==> config.mk <==
export PLATFORM = sky130hd
export DESIGN_NAME = lin_hdr_rx
export DESIGN_NICKNAME = d
export VERILOG_FILES = /design/src/rtl/lin_hdr_pkg.sv /design/src/rtl/lin_brk_det.sv /design/src/rtl/lin_char_rx.sv /design/src/rtl/lin_sync_meas.sv /design/src/rtl/lin_hdr_rx.sv
export SDC_FILE = /design/constraint.sdc
export NUM_CORES = 1
export LEC_CHECK = 0
export ABC_AREA = 1
export ABC_CLOCK_PERIOD_IN_PS = 7500
export BUFFER_PORTS_ARGS = -buffer_cell sky130_fd_sc_hd__clkbuf_2
export CAP_MARGIN = 20
export CORE_MARGIN = 3
export CORE_UTILIZATION = 68
export CTS_BUF_LIST = sky130_fd_sc_hd__clkbuf_16
export DETAILED_ROUTE_END_ITERATION = 16
export PLACE_DENSITY = 0.87
export SYNTH_ARGS = -nofsm -noshare
export SYNTH_HDL_FRONTEND = slang
export SYNTH_HIERARCHICAL = 1
export SYNTH_SLANG_ARGS = --single-unit
==> constraint.sdc <==
create_clock -name clk -period 7.5 [get_ports clk]
set_clock_uncertainty 0.2 [all_clocks]
set_input_delay 1.125 -clock clk [delete_from_list [all_inputs] [get_ports clk]]
set_output_delay 1.125 -clock clk [all_outputs]
set_load 0.03 [all_outputs]
==> src/rtl/lin_hdr_pkg.sv <==
package lin_hdr_pkg;

  typedef enum logic [1:0] {
    HS_IDLE  = 2'd0,
    HS_DELIM = 2'd1,
    HS_SYNC  = 2'd2,
    HS_ID    = 2'd3
  } hdr_state_e;

  localparam logic [7:0] SYNC_BYTE = 8'h55;

  // cycles of low line needed to call a break
  function automatic int unsigned brk_limit(input int unsigned nom, input int unsigned bits);
    return nom * bits;
  endfunction

  // offset from a start edge to the middle of the start bit
  function automatic int unsigned half_of(input int unsigned p);
    return p >> 1;
  endfunction

  // eight bit times between synch start edge and bit-7 edge
  function automatic int unsigned span_to_period(input int unsigned span);
    return span >> 3;
  endfunction

endpackage

==> src/rtl/lin_brk_det.sv <==
module lin_brk_det #(
  parameter int PW       = 16,
  parameter int BRK_BITS = 11
) (
  input  logic          clk,
  input  logic          rst_n,
  input  logic          line,
  input  logic [PW-1:0] nom_period,
  output logic          brk_evt
);
  import lin_hdr_pkg::*;

  localparam int CW = PW + 4;

  logic [CW-1:0] run_len;
  logic [CW-1:0] thr;

  assign thr = CW'(brk_limit(32'(nom_period), 32'(BRK_BITS)));

  always_ff @(posedge clk or negedge rst_n) begin
    if (!rst_n)              run_len <= '0;
    else if (line)           run_len <= '0;
    else if (run_len != thr) run_len <= run_len + 1'b1;
  end

  // fires once, on the threshold-th consecutive low sample
  assign brk_evt = !line && (run_len == thr - 1'b1);

endmodule

==> src/rtl/lin_char_rx.sv <==
module lin_char_rx #(
  parameter int PW = 16
) (
  input  logic          clk,
  input  logic          rst_n,
  input  logic          line,
  input  logic          fall,
  input  logic          arm,
  input  logic          abort,
  input  logic [PW-1:0] period,
  output logic          rx_start,
  output logic          done,
  output logic          stop_bad,
  output logic [7:0]    data
);
  import lin_hdr_pkg::*;

  localparam logic [3:0] STOP_IDX = 4'd9;

  logic          active;
  logic [3:0]    idx;
  logic [PW-1:0] cnt;
  logic [PW-1:0] tgt;
  logic [7:0]    sh;
  logic          hit;

  assign rx_start = arm && fall && !active && !abort;
  assign hit      = active && (cnt == tgt);

  always_ff @(posedge clk or negedge rst_n) begin
    if (!rst_n) begin
      active   <= 1'b0;
      idx      <= '0;
      cnt      <= '0;
      tgt      <= '0;
      sh       <= '0;
      done     <= 1'b0;
      stop_bad <= 1'b0;
      data     <= '0;
    end else begin
      done <= 1'b0;
      if (abort) begin
        active <= 1'b0;
      end else if (rx_start) begin
        active <= 1'b1;
        idx    <= '0;
        cnt    <= {{(PW-1){1'b0}}, 1'b1};
        tgt    <= PW'(half_of(32'(period)));
      end else if (hit) begin
        cnt <= {{(PW-1){1'b0}}, 1'b1};
        tgt <= period;
        idx <= idx + 1'b1;
        if (idx == STOP_IDX) begin
          active   <= 1'b0;
          done     <= 1'b1;
          stop_bad <= !line;
          data     <= sh;
        end else if (idx != 4'd0) begin
          sh <= {line, sh[7:1]};
        end
      end else if (active) begin
        cnt <= cnt + 1'b1;
      end
    end
  end

endmodule

==> src/rtl/lin_sync_meas.sv <==
module lin_sync_meas #(
  parameter int PW = 16
) (
  input  logic          clk,
  input  logic          rst_n,
  input  logic          fall,
  input  logic          start,
  input  logic          stop,
  output logic [PW+2:0] span
);
  localparam int SW = PW + 3;
  // falling edges after the start edge up to bit 7 of 0x55
  localparam logic [1:0] LAST_EDGE = 2'd3;

  logic          run;
  logic [1:0]    edges;
  logic [SW-1:0] cnt;

  always_ff @(posedge clk or negedge rst_n) begin
    if (!rst_n) begin
      run   <= 1'b0;
      edges <= '0;
      cnt   <= '0;
      span  <= '0;
    end else if (stop) begin
      run <= 1'b0;
    end else if (start) begin
      run   <= 1'b1;
      cnt   <= {{(SW-1){1'b0}}, 1'b1};
      edges <= '0;
    end else if (run) begin
      cnt <= cnt + 1'b1;
      if (fall) begin
        if (edges == LAST_EDGE) begin
          span <= cnt;
          run  <= 1'b0;
        end else begin
          edges <= edges + 1'b1;
        end
      end
    end
  end

endmodule

==> src/rtl/lin_hdr_rx.sv <==
module lin_hdr_rx #(
  parameter int PW       = 16,
  parameter int BRK_BITS = 11
) (
  input  logic          clk,
  input  logic          rst_n,
  input  logic          rxd,
  input  logic [PW-1:0] nom_period,
  input  logic          clr_status,
  output logic          brk_flag,
  output logic          id_flag,
  output logic          sync_err,
  output logic          frame_err,
  output logic [7:0]    id_value,
  output logic [PW-1:0] cur_period
);
  import lin_hdr_pkg::*;

  hdr_state_e    state;
  logic          rx_m, rx_s, rx_p;
  logic          fall;
  logic          brk_evt;
  logic          arm;
  logic [PW-1:0] samp_period;
  logic          chr_start, chr_done, chr_stop_bad;
  logic [7:0]    chr_data;
  logic [PW+2:0] span;
  logic          sync_ok_evt, sync_bad_evt, frame_evt, id_evt;

  always_ff @(posedge clk or negedge rst_n) begin
    if (!rst_n) begin
      rx_m <= 1'b1;
      rx_s <= 1'b1;
      rx_p <= 1'b1;
    end else begin
      rx_m <= rxd;
      rx_s <= rx_m;
      rx_p <= rx_s;
    end
  end

  assign fall        = rx_p && !rx_s;
  assign arm         = (state == HS_SYNC) || (state == HS_ID);
  assign samp_period = (state == HS_ID) ? cur_period : nom_period;

  lin_brk_det #(.PW(PW), .BRK_BITS(BRK_BITS)) u_brk (
    .clk(clk), .rst_n(rst_n), .line(rx_s), .nom_period(nom_period), .brk_evt(brk_evt)
  );

  lin_char_rx #(.PW(PW)) u_chr (
    .clk(clk), .rst_n(rst_n), .line(rx_s), .fall(fall), .arm(arm), .abort(brk_evt),
    .period(samp_period), .rx_start(chr_start), .done(chr_done),
    .stop_bad(chr_stop_bad), .data(chr_data)
  );

  lin_sync_meas #(.PW(PW)) u_meas (
    .clk(clk), .rst_n(rst_n), .fall(fall),
    .start(chr_start && (state == HS_SYNC)),
    .stop(chr_done || brk_evt), .span(span)
  );

  // header events, a break overrides everything
  assign frame_evt    = chr_done && chr_stop_bad && arm && !brk_evt;
  assign sync_ok_evt  = chr_done && !chr_stop_bad && (state == HS_SYNC) &&
                        (chr_data == SYNC_BYTE) && !brk_evt;
  assign sync_bad_evt = chr_done && !chr_stop_bad && (state == HS_SYNC) &&
                        (chr_data != SYNC_BYTE) && !brk_evt;
  assign id_evt       = chr_done && !chr_stop_bad && (state == HS_ID) && !brk_evt;

  always_ff @(posedge clk or negedge rst_n) begin
    if (!rst_n) begin
      state <= HS_IDLE;
    end else if (brk_evt) begin
      state <= HS_DELIM;
    end else begin
      unique case (state)
        HS_IDLE:  state <= HS_IDLE;
        HS_DELIM: if (rx_s) state <= HS_SYNC;
        HS_SYNC:  if (sync_ok_evt) state <= HS_ID;
                  else if (sync_bad_evt || frame_evt) state <= HS_IDLE;
        HS_ID:    if (id_evt || frame_evt) state <= HS_IDLE;
        default:  state <= HS_IDLE;
      endcase
    end
  end

  always_ff @(posedge clk or negedge rst_n) begin
    if (!rst_n) begin
      brk_flag   <= 1'b0;
      id_flag    <= 1'b0;
      sync_err   <= 1'b0;
      frame_err  <= 1'b0;
      id_value   <= '0;
      cur_period <= '0;
    end else begin
      brk_flag  <= brk_evt      || (brk_flag  && !clr_status);
      id_flag   <= id_evt       || (id_flag   && !clr_status);
      sync_err  <= sync_bad_evt || (sync_err  && !clr_status);
      frame_err <= frame_evt    || (frame_err && !clr_status);
      if (id_evt) id_value <= chr_data;
      if (brk_evt)          cur_period <= nom_period;
      else if (sync_ok_evt) cur_period <= PW'(span_to_period(32'(span)));
    end
  end

endmodule

After elaboration in Yosys (flattened, before gate mapping)
Cells that the tools add are included.
{"block": "op_classes", "addsub": 6, "multipliers": 1, "eq_ne": 14, "mux": 37, "bitwise": 5, "n_reduce_logical": 54}
{"op": "16-bit two-way mux", "count": 8}
{"op": "20-bit two-way mux", "count": 2}
{"op": "19-bit two-way mux", "count": 2}
{"op": "1-bit logical AND", "count": 22}
{"op": "20-bit by 1-bit adder with 20-bit output (second input constant)", "count": 1}
{"op": "20-bit == test", "count": 1}
{"op": "16-bit by 4-bit multiplier with 20-bit output (second input constant)", "count": 1}
{"op": "20-bit != test", "count": 1}
{"op": "20-bit by 1-bit subtractor with 20-bit output (second input constant)", "count": 1}
{"op": "19-bit by 1-bit adder with 19-bit output (second input constant)", "count": 1}
{"op": "2-bit two-way mux", "count": 9}
{"op": "16-bit by 1-bit adder with 16-bit output (second input constant)", "count": 1}
{"op": "16-bit == test", "count": 1}
{"op": "1-bit two-way mux", "count": 13}
{"op": "5-bit AND reduction", "count": 2}
{"op": "2-bit nonzero test", "count": 5}
{"op": "3-bit nonzero test", "count": 3}
{"op": "8-bit by 7-bit == test with 1-bit output (second input constant)", "count": 1}
{"op": "1-bit logical OR", "count": 8}
{"op": "4-bit two-way mux", "count": 2}
{"op": "8-bit by 7-bit != test with 1-bit output (second input constant)", "count": 1}
{"op": "2-bit case mux with 4 select lines", "count": 1}
{"op": "2-bit AND reduction", "count": 4}
{"op": "4-bit AND reduction", "count": 2}
{"op": "other kinds (14)", "count": 24}
{"block": "totals", "register_bits": 149, "in_bits": 20, "out_inout_bits": 28, "elab_cells": 140}

Longest topological paths before layout
{"block": "logic_depth", "depth_word": 11, "ltp_mapped": 34, "ltp_nobuf": 32}

By module
Netlist, hierarchy kept.
{"mod": "lin_brk_det", "n_inst": 1, "cells_per_inst": 687, "area_each_um2": 4277.9, "seq_area_each_um2": 500.5}
{"mod": "lin_char_rx", "n_inst": 1, "cells_per_inst": 481, "area_each_um2": 3360.7, "seq_area_each_um2": 1376.3}
{"mod": "lin_sync_meas", "n_inst": 1, "cells_per_inst": 242, "area_each_um2": 1969.4, "seq_area_each_um2": 1026.0}
{"mod": "lin_hdr_rx", "n_inst": 1, "cells_per_inst": 225, "area_each_um2": 1796.7, "seq_area_each_um2": 829.5}

Worst setup path after synthesis
Ideal clock, no wire load.
{"block": "synth_path", "path_type": "input port to flip-flop", "start": "input nom_period[5]", "end": "register u_meas.span[0]", "setup_ns": 0.130, "arrival_time_ns": 5.207, "setup_slack_ns": 1.962, "cell_stages": 30, "path_buffers": 3, "cell_sequence": "ha_1 -> fa_1 -> ha_1 -> nand2_1 -> inv_1 -> a21oi_1 -> nand3_1 -> nand2_2 -> nand2_1 -> inv_2 -> nand2_2 -> nor2_4 -> nand2_1 -> nor2_1 -> nand2_1 -> nand2_1 -> nand2_1 -> nor2_1 -> inv_1 -> nand2_1 -> inv_2 -> buf_2 -> nand2_1 -> inv_1 -> nor2_1 -> nand4_1 -> buf_2 -> buf_4 -> nand2_1 -> o21ai_0"}
{"block": "synth_via", "elab_chain_len": 9, "elab_cells_between_ends": 11, "classes_between": "add/sub (1); mul (1); eq/ne (1); bitwise (2); reduce/logical (6)"}
{"element": "from (decl)", "line": "lin_hdr_rx.sv:8", "source": "input logic [PW-1:0] nom_period,"}
{"element": "16-bit by 4-bit multiplier with 20-bit output", "line": "lin_hdr_pkg.sv:14", "source": "return nom * bits;"}
{"element": "20-bit by 1-bit subtractor with 20-bit output", "line": "lin_brk_det.sv:27", "source": "assign brk_evt = !line && (run_len == thr - 1'b1);"}
{"element": "20-bit == test", "line": "lin_brk_det.sv:27"}
{"element": "1-bit logical AND", "line": "lin_brk_det.sv:27"}
{"element": "net brk_evt", "line": "lin_hdr_rx.sv:22", "source": "logic brk_evt;"}
{"element": "1-bit logical NOT", "line": "lin_char_rx.sv:27", "source": "assign rx_start = arm && fall && !active && !abort;"}
{"element": "1-bit logical AND", "line": "lin_char_rx.sv:27"}
{"element": "net chr_start", "line": "lin_hdr_rx.sv:25", "source": "logic chr_start, chr_done, chr_stop_bad;"}
{"element": "1-bit logical AND", "line": "lin_hdr_rx.sv:58", "source": ".start(chr_start && (state == HS_SYNC)),"}
{"element": "1-bit NOT (no source line)"}
{"element": "5-bit AND reduction (no source line)"}
{"element": "to (signal assigned)", "line": "lin_sync_meas.sv:35", "source": "span <= cnt;"}
{"element": "to (decl)", "line": "lin_sync_meas.sv:9", "source": "output logic [PW+2:0] span"}
The timed path passes the listed nets, and every way through them passes these cells.
A chain may end at the register's enable or synchronous reset.

Final worst setup path
{"block": "layout_path", "start": "input nom_period[4]", "end": "register u_meas.cnt[11]"}
{"block": "layout_via", "elab_chain_len": 9, "elab_cells_between_ends": 12, "classes_between": "add/sub (1); mul (1); eq/ne (1); mux (1); bitwise (1); reduce/logical (7)"}
{"element": "16-bit by 4-bit multiplier with 20-bit output (*)", "line": "lin_hdr_pkg.sv:14"}
{"element": "20-bit by 1-bit subtractor with 20-bit output (*)", "line": "lin_brk_det.sv:27"}
{"element": "20-bit == test (*)", "line": "lin_brk_det.sv:27"}
{"element": "1-bit logical AND (*)", "line": "lin_brk_det.sv:27"}
{"element": "net brk_evt", "line": "lin_hdr_rx.sv:22"}
{"element": "1-bit logical NOT (*)", "line": "lin_char_rx.sv:27"}
{"element": "1-bit logical AND (*)", "line": "lin_char_rx.sv:27"}
{"element": "net chr_start", "line": "lin_hdr_rx.sv:25"}
{"element": "1-bit logical AND (*)", "line": "lin_hdr_rx.sv:58"}
{"element": "2-bit nonzero test (no source line)"}
{"element": "2-bit AND reduction (no source line)"}
{"element": "to (signal assigned)", "line": "lin_sync_meas.sv:29", "source": "cnt <= {{(SW-1){1'b0}}, 1'b1};"}
{"element": "to (signal assigned)", "line": "lin_sync_meas.sv:32", "source": "cnt <= cnt + 1'b1;"}
{"element": "to (decl)", "line": "lin_sync_meas.sv:17", "source": "logic [SW-1:0] cnt;"}
The timed path passes the listed nets; every way through them passes the cells marked *.

==> results by group <==
Synth
  – Mapped Area: 11,300 um^2
  – Mean Syn Cell Area: 6.952 um^2
  – Syn nets: 1,707
  – Synth Instances: 1,626
  – Synth warn: 6

Layout
  – Most frequent cells in the layout: nand2_1, inv_1, nand3_1, dfrtp_1, nor2_1
  – Layout net count: 1,733
  – Final instance area: 12,140 um^2
  – Most common cell after layout, fill and taps aside: nand2_1
  – Fill cells: 1,222
  – Layout area overhead: 7.428%
  – Final Instance Count excl. Fillers: 1,881
  – Share of layout cells above drive strength 1: 0.1357
  – Diode count: 0

Clock tree
  – Longest Clk Path Bufs: 2
  – CTS tree: built
  – Worst-Skew Late Latency: 0.43 ns
  – PostCTS Resize Cnt: 0
  – Clk slew on worst S/H paths: 0.07 ns
  – Htree depth: 4
  – CTS Hold Bufs: 0
  – CTS root buf: clkbuf_16
  – Num CTS Buffers: 17
  – CTS Sinks: 146
  – Post-CTS Setup Bufs: 0

Run
  – Max_cap viols: 0

Die
  – IO Pins: 48
  – # rows: 46
  – Die area: 18,210 um^2
  – Chip Height: 134.9 um
  – Core area: 16,060 um^2
  – Starting Density: 0.7039
  – Die width: 134.9 um

Global routing
  – Maximum number of pins on one net before global-route repair: 79
  – Tot GR Track Use: 0.3195
  – Number of antenna violations at the first check in global routing: 0
  – Grt total ovfl: 0
  – First-pass GRT wire length: 47,630 um
  – Vias in the first global route: 10.17k

STA
  – RSZ-0062 raised after global routing: false
  – Slew @ Worst Pin: 0.9680 ns
  – Fmax: 0.1684 GHz
  – Final hold vios: 0
  – Rel. slew slack: 0.3547
  – Fin crit share: 0.7920
  – TNS Setup: 0 ns
  – Max-slew violations: 0
  – Endpoints failing setup: 0
  – Final min period: 5.940 ns
  – Final worst slack: 1.560 ns

Routing
  – Drt initial violations: 861
  – Vias: 10.86k
  – Via/cell ratio: 5.772
  – DRC viols: 0
  – ANT nets after route: 0
  – Final WL: 28,920 um
  – Routed wire per std cell: 15.38 um
  – DRT Pass-1 Iters: 8

Outcome
  – Status: finished, final reports clean

Pwr
  – Clk pwr share: 0.316
  – Net Sw Frac: 0.3968
  – Flop pwr share: 0.343
  – Combinational Power Share: 0.341
  – Worst-case vdd ir drop: 0.1638 mV
  – Pwr dens: 230.8 nW/um^2
  – P_sw: 0.001112 W
  – Leak Pwr: 6.538 nW
  – Pint: 0.001691 W

Worst hold path
  – Hold Crit Class: reg2reg
  – Worst hold endpoint: rx_s
  – Hold Crit Start: rx_m
  – Worst Hold Depth: 0

Worst setup path
  – Reg2reg end: u_chr/tgt[10]
  – Crit-path slowest cell: fa_1
  – R2R depth: 22
  – Kind of end point of the critical path: register
  – Data arrival, critical path: 6.06 ns
  – Critical-path maximum fanout: 24
  – CP most frequent cell: nand2_1
  – Delay of the slowest critical-path stage: 0.48 ns
  – Worst reg2reg setup slack: 3.24 ns
  – CP Buf/Inv Count: 6
  – Delay-heaviest family, CP: simple AND/OR/NAND/NOR gates
  – Crit path kind: in2reg
  – Reg2reg start: rx_s
  – Crit path required time: 7.62 ns
  – Setup crit start kind: input port

Placement
  – Gp weighted congestion: 0.9343
  – Dpl hpwl: 20,930 um
  – Area of placed instances: 11,530 um^2
  – DP Cell Count: 1,849
  – Dpl ws: 1.208 ns
  – Port Buffers: 47
cell type report:
cell class | instances | area (um^2) | share of cell area
clock buffer | 17 | 425.4 | 0.03503
clock inverter | 15 | 185.2 | 0.01525
inverter | 209 | 784.5 | 0.06461
multi-input combinational | 1224 | 6526 | 0.5375
sequential | 146 | 3657 | 0.3012
tap | 216 | 270.3 | 0.02226
timing repair buffer | 54 | 294.0 | 0.02421
state kept, by name (all words and copies together) (netlist names), 4 cells and up:
register,count
u_brk/run_len,20
u_chr/tgt,16
u_chr/cnt,16
u_chr/idx,4
cur_period,16
u_chr/data,8
u_meas/span,16
u_chr/sh,8
id_value,8
u_meas/cnt,19
worst max-delay path by stage:
stage,to,cells after the start,startpoint,slack (ns)
2_1_floorplan,u_meas/span[7],30,nom_period[5],1.99
3_3_place_gp,u_meas/cnt[11],32,nom_period[4],1.29
3_5_place_dp,u_meas/cnt[11],32,nom_period[4],1.21
4_1_cts,u_chr/tgt[1],27,nom_period[5],1.63
5_1_grt,u_meas/cnt[9],31,nom_period[5],1.05
6_report,u_meas/cnt[11],32,nom_period[4],1.56
power groups by stage:
stage / Combinational, W / Sequential [W] / Clock [W]
after floorplan: 0.000762 / 0.000944 / 0
after global placement: 0.000903 / 0.000968 / 0
after detailed placement: 0.000929 / 0.000971 / 0
after CTS: 0.000945 / 0.000959 / 0.000898
after global routing: 0.00109 / 0.000974 / 0.000929
final: 0.000955 / 0.000962 / 0.000886
per-layer routing:
metal  global-route usage  up-vias  share of wire
met1               0.4038     5069           0.41
met2               0.5517      453           0.50
met5                    0        -              0
met3              0.04434       72          0.057
met4               0.1349        0          0.032
li1                     -     5263              -
metrics by stage:
step / util / hold slack, ns / total power, W
4_1_cts: 0.7562 / 0.1675 / 0.002802
3_5_place_dp: 0.7182 / 0.1572 / 0.001900
3_3_place_gp: 0.7182 / 0.1548 / 0.001871
5_1_grt: 0.7562 / 0.1662 / 0.002994
2_1_floorplan: - / 0.1452 / 0.001706
6_report: 0.7562 / 0.1667 / 0.002803
(Power assumes the default switching activity.)
